**src/rtl/pd_pkg.sv**
```systemverilog
// pd_pkg: shared constants and types for the bus-activity power-down
// controller. Assumes an 8-bit register bus and four host strobes.
package pd_pkg;
    localparam int DATA_W = 8;
    localparam int STB_N  = 4;

    // Strobe bit positions (mask register bits use the same order)
    localparam int STB_RD   = 0;
    localparam int STB_WR   = 1;
    localparam int STB_PSEN = 2;
    localparam int STB_ALE  = 3;

    // Register addresses
    localparam logic [1:0] ADDR_CTRL   = 2'd0;
    localparam logic [1:0] ADDR_MASK   = 2'd1;
    localparam logic [1:0] ADDR_LIMIT  = 2'd2;
    localparam logic [1:0] ADDR_STATUS = 2'd3;

    // Control register layout, bit 0 at the bottom
    typedef struct packed {
        logic zero_pwr;    // bit 3
        logic slow_logic;  // bit 2: non-turbo select
        logic force_pd;    // bit 1
        logic auto_en;     // bit 0
    } ctrl_t;
endpackage

```
**src/rtl/pd_activity_detect.sv**
```systemverilog
// pd_activity_detect: brings the asynchronous slow clock into the main
// clock domain through a synchroniser chain and flags its rising edges.
// It also flags any change on the host strobes.
// Assumes the strobes are already synchronous to clk.
module pd_activity_detect
    import pd_pkg::*;
#(
    parameter int SYNC_STAGES = 2
) (
    input  logic             clk,
    input  logic             rst_n,
    input  logic             slow_clk_in,
    input  logic [STB_N-1:0] strobes,
    output logic             slow_rise,
    output logic             bus_act
);
    localparam int CHAIN_W = SYNC_STAGES + 1;

    logic [CHAIN_W-1:0] sync_q;
    logic [STB_N-1:0]   stb_prev_q;

    // Shift the slow clock through the synchroniser plus one edge-detect stage
    always_ff @(posedge clk) begin
        if (!rst_n) begin
            sync_q <= '0;
        end else begin
            sync_q <= {sync_q[CHAIN_W-2:0], slow_clk_in};
        end
    end

    // Remember last strobe levels for change detection
    always_ff @(posedge clk) begin
        if (!rst_n) begin
            stb_prev_q <= '0;
        end else begin
            stb_prev_q <= strobes;
        end
    end

    // Edge and activity flags
    always_comb begin
        slow_rise = sync_q[CHAIN_W-2] & ~sync_q[CHAIN_W-1];
        bus_act   = |(strobes ^ stb_prev_q);
    end
endmodule

```
**src/rtl/pd_idle_timer.sv**
```systemverilog
// pd_idle_timer: counts synchronised slow-clock edges while the bus is quiet
// and raises automatic power-down once the count reaches the limit.
// The count saturates. A limit of zero never expires. Activity or a cleared
// enable restarts the count.
module pd_idle_timer #(
    parameter int LIM_W = 4
) (
    input  logic             clk,
    input  logic             rst_n,
    input  logic             auto_en,
    input  logic             bus_act,
    input  logic             slow_rise,
    input  logic [LIM_W-1:0] limit,
    output logic [LIM_W-1:0] idle_cnt,
    output logic             auto_pd
);
    localparam logic [LIM_W-1:0] CNT_MAX = {LIM_W{1'b1}};

    logic restart;
    logic expired;

    // Restart and expiry conditions
    always_comb begin
        restart = !auto_en || bus_act;
        expired = (limit != '0) && (idle_cnt >= limit);
    end

    // Saturating idle-edge counter
    always_ff @(posedge clk) begin
        if (!rst_n) begin
            idle_cnt <= '0;
        end else if (restart) begin
            idle_cnt <= '0;
        end else if (slow_rise && idle_cnt != CNT_MAX) begin
            idle_cnt <= idle_cnt + 1'b1;
        end
    end

    // Sticky automatic power-down flag
    always_ff @(posedge clk) begin
        if (!rst_n) begin
            auto_pd <= 1'b0;
        end else if (restart) begin
            auto_pd <= 1'b0;
        end else if (expired) begin
            auto_pd <= 1'b1;
        end
    end
endmodule

```
**src/rtl/pd_reg_file.sv**
```systemverilog
// pd_reg_file: control, mask and limit registers plus the read-only status
// view. The force bit self-clears on bus activity unless a write to the
// control register lands in the same cycle.
// Assumes LIM_W <= DATA_W.
module pd_reg_file
    import pd_pkg::*;
#(
    parameter int LIM_W     = 4,
    parameter int DEF_LIMIT = 8
) (
    input  logic              clk,
    input  logic              rst_n,
    input  logic              reg_we,
    input  logic [1:0]        reg_addr,
    input  logic [DATA_W-1:0] reg_wdata,
    input  logic              bus_act,
    input  logic              auto_pd,
    output ctrl_t             ctrl,
    output logic [STB_N-1:0]  mask,
    output logic [LIM_W-1:0]  limit,
    output logic [DATA_W-1:0] reg_rdata
);
    localparam int USED_W = (LIM_W > 4) ? LIM_W : 4;

    logic wdata_unused;
    logic pd_any;

    assign wdata_unused = ^reg_wdata[DATA_W-1:USED_W];

    // Control register, with the force bit cleared by activity
    always_ff @(posedge clk) begin
        if (!rst_n) begin
            ctrl <= '0;
        end else if (reg_we && reg_addr == ADDR_CTRL) begin
            ctrl <= ctrl_t'(reg_wdata[3:0]);
        end else if (bus_act) begin
            ctrl.force_pd <= 1'b0;
        end
    end

    // Strobe mask register
    always_ff @(posedge clk) begin
        if (!rst_n) begin
            mask <= '0;
        end else if (reg_we && reg_addr == ADDR_MASK) begin
            mask <= reg_wdata[STB_N-1:0];
        end
    end

    // Idle limit register
    always_ff @(posedge clk) begin
        if (!rst_n) begin
            limit <= LIM_W'(DEF_LIMIT);
        end else if (reg_we && reg_addr == ADDR_LIMIT) begin
            limit <= reg_wdata[LIM_W-1:0];
        end
    end

    // Read multiplexer; status is computed, never stored
    always_comb begin
        pd_any = auto_pd | ctrl.force_pd;
        unique case (reg_addr)
            ADDR_CTRL:  reg_rdata = DATA_W'(ctrl);
            ADDR_MASK:  reg_rdata = DATA_W'(mask);
            ADDR_LIMIT: reg_rdata = DATA_W'(limit);
            default:    reg_rdata = DATA_W'({ctrl.force_pd, auto_pd, pd_any});
        endcase
    end
endmodule

```
**src/rtl/pd_output_gate.sv**
```systemverilog
// pd_output_gate: combines the power-down sources into the buffer and
// memory controls, and gates each host strobe onto the logic inputs
// through its mask bit. Strobes are not gated by power-down itself.
module pd_output_gate
    import pd_pkg::*;
(
    input  logic [STB_N-1:0] strobes,
    input  logic [STB_N-1:0] mask,
    input  logic             auto_pd,
    input  logic             force_pd,
    input  logic             cs_park,
    output logic [STB_N-1:0] logic_stb,
    output logic             buf_en,
    output logic             mem_standby,
    output logic             pd_active
);
    // Per-strobe gating onto the logic inputs
    for (genvar i = 0; i < STB_N; i++) begin : g_gate
        assign logic_stb[i] = strobes[i] & ~mask[i];
    end

    // Power-down reach: buffers for both power-down paths, memories also for park
    always_comb begin
        pd_active   = auto_pd | force_pd;
        buf_en      = ~pd_active;
        mem_standby = pd_active | cs_park;
    end
endmodule

```
**src/rtl/bus_idle_pwr_ctrl.sv**
```systemverilog
// bus_idle_pwr_ctrl: top of the bus-activity power-down controller.
// It ties together activity detection, the idle timer, the register file
// and the output gating. Assumes the strobes and register port are
// synchronous to clk, and slow_clk_in is asynchronous and much slower.
module bus_idle_pwr_ctrl
    import pd_pkg::*;
#(
    parameter int LIM_W       = 4,
    parameter int SYNC_STAGES = 2,
    parameter int DEF_LIMIT   = 8
) (
    input  logic              clk,
    input  logic              rst_n,
    input  logic              slow_clk_in,
    input  logic              bus_rd,
    input  logic              bus_wr,
    input  logic              bus_psen,
    input  logic              bus_ale,
    input  logic              cs_park,
    input  logic              reg_we,
    input  logic [1:0]        reg_addr,
    input  logic [DATA_W-1:0] reg_wdata,
    output logic [DATA_W-1:0] reg_rdata,
    output logic              buf_en,
    output logic              mem_standby,
    output logic              pd_active,
    output logic              logic_rd,
    output logic              logic_wr,
    output logic              logic_psen,
    output logic              logic_ale,
    output logic              turbo_en,
    output logic              zero_pwr_en
);
    logic [STB_N-1:0] strobes;
    logic [STB_N-1:0] logic_stb;
    logic [STB_N-1:0] mask;
    logic [LIM_W-1:0] limit;
    logic [LIM_W-1:0] idle_cnt;
    logic             slow_rise;
    logic             bus_act;
    logic             auto_pd;
    ctrl_t            ctrl;

    // Pack the strobes in mask-bit order
    always_comb begin
        strobes[STB_RD]   = bus_rd;
        strobes[STB_WR]   = bus_wr;
        strobes[STB_PSEN] = bus_psen;
        strobes[STB_ALE]  = bus_ale;
    end

    pd_activity_detect #(.SYNC_STAGES(SYNC_STAGES)) u_act (
        .clk        (clk),
        .rst_n      (rst_n),
        .slow_clk_in(slow_clk_in),
        .strobes    (strobes),
        .slow_rise  (slow_rise),
        .bus_act    (bus_act)
    );

    pd_idle_timer #(.LIM_W(LIM_W)) u_timer (
        .clk      (clk),
        .rst_n    (rst_n),
        .auto_en  (ctrl.auto_en),
        .bus_act  (bus_act),
        .slow_rise(slow_rise),
        .limit    (limit),
        .idle_cnt (idle_cnt),
        .auto_pd  (auto_pd)
    );

    pd_reg_file #(.LIM_W(LIM_W), .DEF_LIMIT(DEF_LIMIT)) u_regs (
        .clk      (clk),
        .rst_n    (rst_n),
        .reg_we   (reg_we),
        .reg_addr (reg_addr),
        .reg_wdata(reg_wdata),
        .bus_act  (bus_act),
        .auto_pd  (auto_pd),
        .ctrl     (ctrl),
        .mask     (mask),
        .limit    (limit),
        .reg_rdata(reg_rdata)
    );

    pd_output_gate u_gate (
        .strobes    (strobes),
        .mask       (mask),
        .auto_pd    (auto_pd),
        .force_pd   (ctrl.force_pd),
        .cs_park    (cs_park),
        .logic_stb  (logic_stb),
        .buf_en     (buf_en),
        .mem_standby(mem_standby),
        .pd_active  (pd_active)
    );

    // Unpack the gated strobes and the mode selects
    always_comb begin
        logic_rd    = logic_stb[STB_RD];
        logic_wr    = logic_stb[STB_WR];
        logic_psen  = logic_stb[STB_PSEN];
        logic_ale   = logic_stb[STB_ALE];
        turbo_en    = ~ctrl.slow_logic;
        zero_pwr_en = ctrl.zero_pwr;
    end
endmodule

```
**config.mk**
```make
export PLATFORM = sky130hd
export DESIGN_NAME = bus_idle_pwr_ctrl
export DESIGN_NICKNAME = d
export VERILOG_FILES = /design/src/rtl/pd_pkg.sv /design/src/rtl/pd_activity_detect.sv /design/src/rtl/pd_idle_timer.sv /design/src/rtl/pd_reg_file.sv /design/src/rtl/pd_output_gate.sv /design/src/rtl/bus_idle_pwr_ctrl.sv
export SDC_FILE = /design/constraint.sdc
export NUM_CORES = 1
export LEC_CHECK = 0
export BUFFER_PORTS_ARGS = -buffer_cell sky130_fd_sc_hd__buf_2
export CORE_MARGIN = 2
export CORE_UTILIZATION = 35
export CTS_CLUSTER_DIAMETER = 200
export DETAILED_ROUTE_END_ITERATION = 16
export PLACE_DENSITY = 0.57
export SYNTH_ARGS = -nofsm -noshare
export SYNTH_HDL_FRONTEND = slang
export SYNTH_SLANG_ARGS = --single-unit
```
**constraint.sdc**
```tcl
create_clock -name clk -period 2.6 [get_ports clk]
set_clock_uncertainty 0.1 [all_clocks]
set_input_delay 0.26 -clock clk [delete_from_list [all_inputs] [get_ports clk]]
set_output_delay 0.26 -clock clk [all_outputs]
set_load 0.02 [all_outputs]
```
# Word-level counts from Yosys, hierarchy flattened
# Cells that the tools add are included.
# Widths: inputs -> output; s select.
# op_classes
n_reduce_logical	12
add_sub_neg	1
muxes	3
n_eq_ne	3
n_bitwise	16
n_lt_le_gt_ge	1
# ops
op	count
$pmux 4 s3	1
$not 1->1	8
$and 1x1->1	5
$logic_and 1x1->1	5
$add 4x1->4 const B	1
$ge 4x4->1	1
$ne 4x4->1 const B	1
$reduce_bool 4->1	1
$reduce_or 4->1	1
$xor 4x4->4	1
$eq 2x1->1 const B	1
$eq 2x2->1 const B	1
$logic_not 2->1	1
$mux 1	2
$or 1x1->1	2
$reduce_bool 2->1	1
$reduce_or 2->1	1
$logic_not 1->1	1
$logic_or 1x1->1	1
# word_totals
elab_cells	46
ff_bits	24
input_bits	19
out_inout_bits	17

# Logic depth before layout (Yosys ltp)
# Gate-level depths: netlist of run 1.
# logic_depth
depth_word	4
ltp_mapped	6
ltp_nobuf	6

# Cells and area by module
# From an unflattened synthesis of run 1, not the netlist that was laid out.
# hier_totals
hier_cells	127
hier_area_um2	1231.2
# modules_own_cells
module	n_inst	cells_each	area_per_inst_um2
pd_reg_file	1	62	636.9
pd_idle_timer	1	37	316.6
pd_activity_detect	1	20	232.7
pd_output_gate	1	7	41.3
bus_idle_pwr_ctrl	1	1	3.8

# Worst setup path before layout of run 1
# OpenSTA, ideal clock, no wires.
# synth_timing
path_type	reg-to-output
from	reg, netlist name u_regs.ctrl[1]
to	out reg_rdata[0]
required_time_ns	2.240
setup_slack_ns	1.043
stages_incl_launch_ff	3
arrival_time_ns	1.197
cell_sequence	dfxtp_1 > or2_1 > mux4_2
# synth_between
elab_chain_len	2
# synth_rtl
item	line	text
$or 1x1->1	n/a	
named net pd_active	bus_idle_pwr_ctrl.sv:26	output logic pd_active,
$pmux 4 s3	pd_reg_file.sv:62	unique case (reg_addr)
end: declaration	bus_idle_pwr_ctrl.sv:23	output logic [DATA_W-1:0] reg_rdata,
# The timed path passes the listed nets, and every way through them passes these cells.

# Worst setup path after layout of run 1
# layout_timing
from	reg, netlist name u_regs.ctrl[1]
to	out reg_rdata[0]
# layout_between
elab_chain_len	2
# layout_rtl
item	line	text
$or 1x1->1	pd_reg_file.sv:61	pd_any = auto_pd | ctrl.force_pd;
$pmux 4 s3	pd_reg_file.sv:62	
# No other way between the ends.

==> results.md, run 1 <==
* Run status: completed
* Number of max-cap violations at 0
* P&R area growth vs syn at 14.76%
* Mux cell area share after synthesis at 13.83%
* Largest family of logic cells by synthesized area: simple AND/OR/NAND/NOR gates
* Top_reg_cell synth: dfxtp_1
* Pwr dens at 461.1 mW/mm^2
* Area of the mapped netlist at 0.001212 sq mm
* Fin crit share at 76.27%
* Congestion Overflow GR at 0
* Worst skew pair latency at 310 ps
* Ports at 36
* Placer congestion estimate at 0.7719
* Placed Cells at 190
* Yosys warning count at 0
* First-pass GRT wire length at 3767 um
* Clk sinks at 24
* Layout cells sized above 1 at 25.85%
* Initial antenna violation count at 0
* Nets@finish at 173
* # rows at 21
* H-tree depth at 1
* Post-synth EDFFs at 0
* Asr flop ratio synth at 0%
* DIE AREA at 0.003951 sq mm
* Sequential cell area fraction in the yosys report at 39.63%
* Pwr Total at 641.6 uW
* Tot GR Track Use at 11.98%
* Routed Antenna Nets at 0
* Core Region at 0.003337 sq mm
* Synth Area per Inst at 9.938 sq um
* Synth cell types at 33
* Pins Over Slew Limit at 0
* Worst Setup Start Kind: register
* Post-synthesis adder-cell area fraction at 5.160%
* Peak VDD IR at 273.9 uV
* Pre-Repair DR Iteration Count at 4
* Final setup violating endpoints at 0
* Final setup TNS at 0 ps
* Reg2Reg Setup Slack at 1210 ps
* Highest Clock Rate at 504.3 MHz
* CTS tree: done
* Routed WL at 2272 um
* Setup Buffers After CTS at 0
* Seq cells post-synth at 24
* Compound-gate portion of the synthesized area at 5.676%
* CP Capture Type: output port
* WP data required at 2240 ps
* Lkg Pwr at 0.0006110 uW
* Antenna diode count at 0
* Simple-Gate Fraction of Synth Area at 25.70%
* Post-detailed-route wirelength per cell at 11.77 um
* Residual DRC count at 0
* Final Hold Fails at 0
* Vias/cell at 4.528
* Worst EP arrival at 1620 ps
* Port-buffer cells at 27
* Root buf cell: clkbuf_4
* DRT iter0 DRCs at 31
* DP HPWL at 1756 um
* Crit Path Category: register to output port
* CTS Buf Count at 3
* Clock-pin slew on the worst setup and hold paths at 120 ps
* CP max FO at 5
* Via count of the first global-routing pass at 821
* Most common library cell in the layout ignoring fill and taps: buf_2
* Largest net degree at the start of global routing at 22
* Post-CTS resize count at 0
* Final Non-Filler Cells at 193
* Starting Density at 36.33%
* Post-Synth XOR/XNOR Area at 3.612%
* Commonest non-fill, non-tap cells in the layout: buf_2 (27), dfxtp_1 (24), nor2b_1 (16)
* Final min period at 1983 ps
* HP Class: primary input to register
* Unrepaired setup endpoints after global routing: false
* Die W at 62.86 um
* Vias at 874
* Die height at 62.86 um
* Cells after Synth at 122
* Longest Clk Path Bufs at 2
* Hold-fix buffers, CTS at 0
report_power, final:
part | switching [uW] | internal [uW] | leakage (uW)
logic | 56.1 | 41.0 | 0.000401
clock network | 105 | 54.1 | 0.0000138
registers | 6.76 | 379 | 0.000196
critical path: stages, from the launching register on:
cell and delay [ps]:
dfxtp_1 370, or2_1 290, mux4_2 480, buf_2 170
flip-flops by register name, indices dropped and copies added, names as in the netlist:
register and count:
u_regs.limit 4, u_regs.mask 4, u_act.stb_prev_q 4, u_act.sync_q 3, u_timer.auto_pd 1, u_regs.ctrl 4, u_timer.idle_cnt 4
Yosys cell counts, drive strengths merged (2+ instances only):
library cell / number / area (sq um)
dfxtp: 24 / 480.5
nor2b: 16 / 100.1
mux2i: 10 / 100.1
and2: 7 / 43.79
inv: 7 / 26.28
nand2: 7 / 26.28
a21oi: 6 / 30.03
buf: 6 / 40.04
ha: 5 / 62.56
nand3: 4 / 25.02
xor2: 4 / 35.03
mux4: 3 / 67.56
nor2: 3 / 11.26
clkbuf: 2 / 7.510
nand3b: 2 / 15.01
nor3: 2 / 15.01
o21ai: 2 / 10.00
per-layer routing:
metal,part of all wire (%),routed length [um],global-route usage (%),up-vias
met4,1.2,27,5.000,0
met5,0,0,0,-
li1,-,-,-,457
met2,46,1035,19.76,23
met1,49,1120,15.46,390
met3,3.9,89,1.982,4
final cells by class:
type	count	area (sq um)
fill	347	1946
tap	46	57.56
clock buffer	3	22.52
sequential	24	480.5
inverter	7	26.28
multi-input combinational	86	669.4
timing repair buffer	27	135.1
path summary, 6_finish.rpt:
path                                  startpoint                               end  cells past startpoint
setup / recovery     u_regs.ctrl[1]$_SDFFE_PN0P_                      reg_rdata[0]                      3
hold / removal                       slow_clk_in        u_act.sync_q[0]$_SDFF_PN0_                      2
setup reg to reg  u_act.stb_prev_q[1]$_SDFF_PN0_  u_timer.idle_cnt[2]$_SDFFE_PP0P_                      4
hold reg to reg       u_act.sync_q[0]$_SDFF_PN0_        u_act.sync_q[1]$_SDFF_PN0_                      1
per-stage QoR:
stage               cell area (sq um)  utilization (%)  setup slack (ps)  hold WS, ps
finish                           1391            41.69             616.9        50.10
global route                     1391            41.69             560.6        50.02
CTS                              1391            41.69             606.9        38.53
detailed placement               1369            41.02             969.1        322.7
global placement                 1369            41.02             977.9        316.6
floorplan                        1224                -              1043        281.7
cell families (layout without fill, tap and decap cells):
kind of cell               Yosys count  count (layout)
adders and majority gates            5               5
and+or+nand+nor                     48              48
xor gates and xnor gates             5               5
other                                1               4
AOI/OAI and AO/OA                   11              11
DFF                                 24              24
buffers and inverters               15              37
muxes                               13              13
No activity file was read; power rests on OpenSTA's default activity.
==> inputs of run 2 (changes only) <==
Settings changed: PLACE_DENSITY 0.57 to 0.59.
Clock period 2.6 ns to 1.6 ns, I/O delays scaled along.
==> run 2 against run 1 <==
The run now ends with negative setup slack left. Hold slack got worse by 41 ps. Sequential share of layout area decreased by 2.4 points. First-iteration DRC count decreased by 81%. Design area grew 7.9%. Utilization grew 3.3 points. Clock power up 62%. Combinational power up 84%. Sequential cell count stayed put. Die area did not move. Register-to-register slack got worse by 990 ps. Critical path type unchanged. Largest cell class unchanged. Largest power group unchanged. Highest routed layer unchanged.
==> results.md, run 2 (synthesis results as in run 1) <==
* Run status: finished, violations left (was completed)
* Failing checks: negative setup slack
* Pre-Repair DR Iteration Count at 2 (was 4)
* P&R area growth vs syn at 23.84% (was 14.76%)
* CP Capture Type: output port (unchanged)
* Critical-path cell list: or2_4 > mux4_2 > buf_6 (was or2_1 > mux4_2 > buf_2)
* DIE AREA at 0.003951 sq mm (unchanged)
* Core Region at 0.003337 sq mm (unchanged)
* Routed Antenna Nets at 0 (unchanged)
* Layout cells sized above 1 at 28.57% (was 25.85%)
* DRT iter0 DRCs at 6 (was 31)
* Die W at 62.86 um (unchanged)
* Final Hold Fails at 0 (unchanged)
* Final setup violating endpoints at 3 (was 0)
* Starting Density at 36.33% (unchanged)
* Clk sinks at 24 (unchanged)
* CTS Buf Count at 3 (unchanged)
* CP max-delay cell: mux4_2 (unchanged)
* WL met3 at 100 um (was 89 um)
* Peak VDD IR at 405.3 uV (was 273.9 uV)
* R2R Path End: u_timer.idle_cnt[2]$_SDFFE_PP0P_ (unchanged)
* Commonest non-fill, non-tap cells in the layout: buf_2 (23), dfxtp_1 (22), nor2b_1 (16) (was buf_2 (27), dfxtp_1 (24), nor2b_1 (16))
* First-pass GRT wire length at 4071 um (was 3767 um)
* Nets@finish at 180 (was 173)
* DR top layer: met4 (unchanged)
* Crit Path Category: register to output port (unchanged)
* CP peak stage delay at 490 ps (was 480 ps)
* Port-buffer cells at 27 (unchanged)
* Vias/cell at 4.610 (was 4.528)
* CP delay by family, top: multiplexers (unchanged)
* HP Class: primary input to register (unchanged)
* Unrepaired setup endpoints after global routing: true (was false)
* Buf+Inv Stages, Crit Path at 1 (unchanged)
* Antenna diode count at 0 (unchanged)
* Via count of the first global-routing pass at 915 (was 821)
* Pwr Total at 1063 uW (was 641.6 uW)
* # rows at 21 (unchanged)
* Pins Over Slew Limit at 0 (unchanged)
* Highest Clock Rate at 553.4 MHz
* Largest net degree at the start of global routing at 22 (unchanged)
* Clock-pin slew on the worst setup and hold paths at 120 ps (about the same)
* CP endpoint: reg_rdata[0] (unchanged)
* Worst Slack Setup Final at -207.2 ps (was 616.9 ps)
* Metal-1 WL at 1133 um (was 1120 um)
* Number of fillers in the final layout at 337 (was 347)
* Worst r2r path cells at 4 (unchanged)
* CP startpoint: u_timer.auto_pd$_SDFFE_PP0P_ (was u_regs.ctrl[1]$_SDFFE_PN0P_)
* WP data required at 1340 ps (was 2240 ps)
* Root buf cell: clkbuf_4 (unchanged)
* Tot GR Track Use at 12.92% (was 11.98%)
* Pwr dens at 708.0 mW/mm^2 (was 461.1 mW/mm^2)
* Post-detailed-route wirelength per cell at 12.10 um (was 11.77 um)
* H-tree depth at 1 (unchanged)
* DP HPWL at 1834 um (was 1756 um)
* Longest Clk Path Bufs at 2 (unchanged)
* Lkg Pwr at 0.0006489 uW (was 0.0006110 uW)
* Routed length on met2 at 1144 um (was 1035 um)
* Congestion Overflow GR at 0 (unchanged)
* Worst Setup Start Kind: register (unchanged)
* CP max FO at 4 (was 5)
* Reg2Reg Setup Slack at 220 ps (was 1210 ps)
* Vias at 922 (was 874)
* Worst hold slack at 8.677 ps (was 50.10 ps)
* Worst reg2reg startpoint: u_act.stb_prev_q[2]$_SDFF_PN0_ (was u_act.stb_prev_q[1]$_SDFF_PN0_)
* Die height at 62.86 um (unchanged)
* Final setup TNS at -342.6 ps (was 0 ps)
* Ports at 36 (unchanged)
* WP depth at 3 (unchanged)
* Residual DRC count at 0 (unchanged)
* Placer congestion estimate at 0.7719 (unchanged)
* CTS tree: done (unchanged)
* Worst skew pair latency at 310 ps (about the same)
* Number of max-cap violations at 0 (unchanged)
* Fin crit share at 112.9%
* Routed WL at 2419 um (was 2272 um)
* Initial antenna violation count at 0 (unchanged)
* Final min period at 1807 ps
* Most common library cell in the layout ignoring fill and taps: buf_2 (unchanged)
* Worst EP arrival at 1550 ps (was 1620 ps)
==> run 2: per-layer routing <==
metal | global-route usage [%] | vias up
met1 | 16.01 | 425
met4 | 5.833 | 0
met5 | 0 | -
met2 | 21.64 | 20
li1 | - | 473
met3 | 2.523 | 4
==> run 2: worst min path at each step <==
| stage | start | cells after the start | slack, ps | to |
|---|---|---|---|---|
| 6_report | reg_wdata[3] | 3 | 9 | u_regs.limit[3]$_SDFFE_PN1P_ |
| 5_1_grt | reg_wdata[3] | 3 | 20 | u_regs.limit[3]$_SDFFE_PN1P_ |
| 4_1_cts | reg_wdata[3] | 3 | 2 | u_regs.limit[3]$_SDFFE_PN1P_ |
| 3_5_place_dp | slow_clk_in | 2 | 270 | u_act.sync_q[0]$_SDFF_PN0_ |
| 3_3_place_gp | slow_clk_in | 2 | 270 | u_act.sync_q[0]$_SDFF_PN0_ |
| 2_1_floorplan | bus_rd | 1 | 180 | u_act.stb_prev_q[0]$_SDFF_PN0_ |
==> run 2: area by class of cell <==
cell class / instances / area (sq um) / share of cell area [%]
multi-input combinational: 86 / 686.9 / 45.75
sequential: 24 / 483.0 / 32.17
timing repair buffer: 34 / 225.2 / 15.00
tap: 46 / 57.56 / 3.833
inverter: 7 / 26.28 / 1.750
clock buffer: 3 / 22.52 / 1.500
==> run 2: worst register-to-register path, cell delays in order (launching register included) <==
cell and delay, ps:
dfxtp_1 340, xor2_2 190, nor4_4 380, nand3_4 160, nor3_2 170
==> run 2: timing repair <==
item / in CTS / in global routing
endpoints found under the setup margin: 1 / 7
hold buffers: 5 / 0
resized for setup: 5 / 8
buffers inserted: 1 / 1
cloned: 0 / 0
pin swaps: 0 / 3
hold endpoints to repair: 5 / 0
==> run 2: per-stage QoR <==
step,util (%),setup slack [ps],instance area [sq um],instances
after global placement,41.02,111.6,1369,190
after CTS,43.76,-224.0,1460,199
after global routing,44.99,-245.3,1501,200
after floorplan,-,142.9,1224,125
after detailed placement,41.02,75.25,1369,190
final,44.99,-207.2,1501,200
==> run 2: power breakdown <==
part | internal, uW | switching [uW] | total, uW
clock | 88.0 | 169 | 257
combinational | 82.7 | 95.9 | 179
sequential | 616 | 11.7 | 627
total | 786 | 277 | 1060
==> inputs of run 3 (changes only) <==
Settings changed: CTS_BUF_LIST set to sky130_fd_sc_hd__clkbuf_16.
==> run 3 against run 2 <==
The run still ends with negative setup slack left. Design area is 2.2% lower. Critical endpoint unchanged. Cell count down 2.5%. Largest power group unchanged. Power is 24% higher. Critical path type unchanged. Highest routed layer unchanged.
==> results.md, run 3 (synthesis results as in run 1) <==
* Buf+Inv Stages, Crit Path at 1 (unchanged)
* Routed WL at 2383 um (was 2419 um)
* Via count of the first global-routing pass at 906 (was 915)
* Fin crit share at 109.5% (was 112.9%)
* Placer congestion estimate at 0.7719 (unchanged)
* DRT iter0 DRCs at 11 (was 6)
* Ports at 36 (unchanged)
* Final setup violating endpoints at 1 (was 3)
* Highest Clock Rate at 570.8 MHz (was 553.4 MHz)
* Pins Over Slew Limit at 0 (unchanged)
* Post-detailed-route wirelength per cell at 12.22 um (was 12.10 um)
* CP Capture Type: output port (unchanged)
* Residual DRC count at 0 (unchanged)
* Most common library cell in the layout ignoring fill and taps: buf_2 (unchanged)
* Number of max-cap violations at 0 (unchanged)
* Vias/cell at 4.615 (was 4.610)
* Port-buffer cells at 27 (unchanged)
* Failing checks: negative setup slack (unchanged)
* Commonest non-fill, non-tap cells in the layout: buf_2 (26), dfxtp_1 (22), nor2b_1 (16) (was buf_2 (23), dfxtp_1 (22), nor2b_1 (16))
* Final Hold Fails at 0 (unchanged)
* CP max-delay cell: mux4_2 (unchanged)
* Core Region at 0.003337 sq mm (unchanged)
* Congestion Overflow GR at 0 (unchanged)
* DIE AREA at 0.003951 sq mm (unchanged)
* Pwr dens at 896.0 mW/mm^2 (was 708.0 mW/mm^2)
* Crit Path Category: register to output port (unchanged)
* CP max FO at 5 (was 4)
* Lkg Pwr at 0.0006468 uW (was 0.0006489 uW)
* Final Non-Filler Cells at 195 (was 200)
* Clk sinks at 24 (unchanged)
* DP HPWL at 1834 um (unchanged)
* Worst skew pair latency at 250 ps (was 310 ps)
* Routed Antenna Nets at 0 (unchanged)
* CP peak stage delay at 500 ps (was 490 ps)
* HP Class: primary input to register (unchanged)
* CP delay by family, top: multiplexers (unchanged)
* Unrepaired setup endpoints after global routing: true (unchanged)
* Starting Density at 36.33% (unchanged)
* Peak VDD IR at 532.2 uV (was 405.3 uV)
* Critical-path cell list: or2_1 > mux4_2 > buf_6 (was or2_4 > mux4_2 > buf_6)
* Largest net degree at the start of global routing at 22 (unchanged)
* Number of fillers in the final layout at 332 (was 337)
* CTS Buf Count at 3 (unchanged)
* WP data required at 1340 ps (about the same)
* Worst EP arrival at 1490 ps (was 1550 ps)
* # rows at 21 (unchanged)
* Pre-Repair DR Iteration Count at 4 (was 2)
* Final min period at 1752 ps (was 1807 ps)
* Root buf cell: clkbuf_16 (was clkbuf_4)
* First-pass GRT wire length at 4091 um (was 4071 um)
* Antenna diode count at 0 (unchanged)
* Vias at 900 (was 922)
* Run status: finished, violations left (unchanged)
* H-tree depth at 1 (unchanged)
* Initial antenna violation count at 0 (unchanged)
* Layout cells sized above 1 at 28.19% (was 28.57%)
* Longest Clk Path Bufs at 2 (unchanged)
* CTS tree: done (unchanged)
* Worst Slack Setup Final at -151.8 ps (was -207.2 ps)
* Die W at 62.86 um (unchanged)
* Clock-pin slew on the worst setup and hold paths at 60 ps (was 120 ps)
* Final setup TNS at -151.8 ps (was -342.6 ps)
* P&R area growth vs syn at 21.05% (was 23.84%)
* Die height at 62.86 um (unchanged)
* Worst Setup Start Kind: register (unchanged)
* Placed Cells at 190 (unchanged)
* Tot GR Track Use at 13.03% (was 12.92%)
* Hold-fix buffers, CTS at 0 (was 5)
* Nets@finish at 175 (was 180)
-- run 3: changes by cell type in the layout (fill, tap and decap cells not counted), sizes merged --
cell	previous run	this run
dlygate4sd3	5	0
-- run 3: worst paths after layout --
check                                                        end  slack [ps]  cells past startpoint                            from
worst min-delay path                  u_act.sync_q[0]$_SDFF_PN0_           8                      2                     slow_clk_in
worst max-delay path                                reg_rdata[0]        -150                      3     u_regs.ctrl[1]$_SDFFE_PN0P_
worst min register to register        u_act.sync_q[1]$_SDFF_PN0_         340                      1      u_act.sync_q[0]$_SDFF_PN0_
worst max register to register  u_timer.idle_cnt[2]$_SDFFE_PP0P_         230                      4  u_act.stb_prev_q[1]$_SDFF_PN0_
-- run 3: metal layers --
| layer | track usage (%) | part of all wire (%) | vias up | wire, um |
|---|---|---|---|---|
| met1 | 16.01 | 46 | 412 | 1105 |
| met4 | 3.333 | 0.67 | 0 | 16 |
| met2 | 22.04 | 47 | 23 | 1124 |
| li1 | - | - | 463 | - |
| met5 | 0 | 0 | - | 0 |
| met3 | 4.144 | 5.7 | 2 | 136 |
-- run 3: layout make-up --
class                           instances  area, sq um  area share (%)
Inverter                                7        26.28           1.790
Timing Repair Buffer                   29        156.4           10.66
Tap cell                               46        57.56           3.922
Clock buffer                            3        75.07           5.115
Sequential cell                        24        483.0           32.91
Multi-Input combinational cell         86        669.4           45.61
-- run 3: through the flow --
stage | setup WS, ps | hold slack, ps | util (%) | total power [uW] | area (sq um)
after floorplan | 142.9 | 181.7 | - | 756.9 | 1224
after global placement | 111.6 | 265.1 | 41.02 | 796.7 | 1369
after detailed placement | 75.25 | 270.1 | 41.02 | 799.9 | 1369
after CTS | -144.6 | 8.216 | 43.76 | 1326 | 1460
after global routing | -164.0 | 21.26 | 43.98 | 1358 | 1468
final | -151.8 | 8.257 | 43.98 | 1315 | 1468
-- run 3: power by group --
group | internal (uW) | switching [uW] | leakage (uW) | total, uW
Sequential | 616 | 11.2 | 0.000197 | 627
Clock | 330 | 197 | 0.0000370 | 527
Combinational | 68.8 | 92.0 | 0.000413 | 161
-- run 3: repair_timing --
action                                  CTS  global route
gates resized for setup                   4             0
hold endpoints to repair                  0             0
setup buffers                             1             1
gates cloned                              0             0
pin swaps                                 1             1
endpoints found under the setup margin    1             1
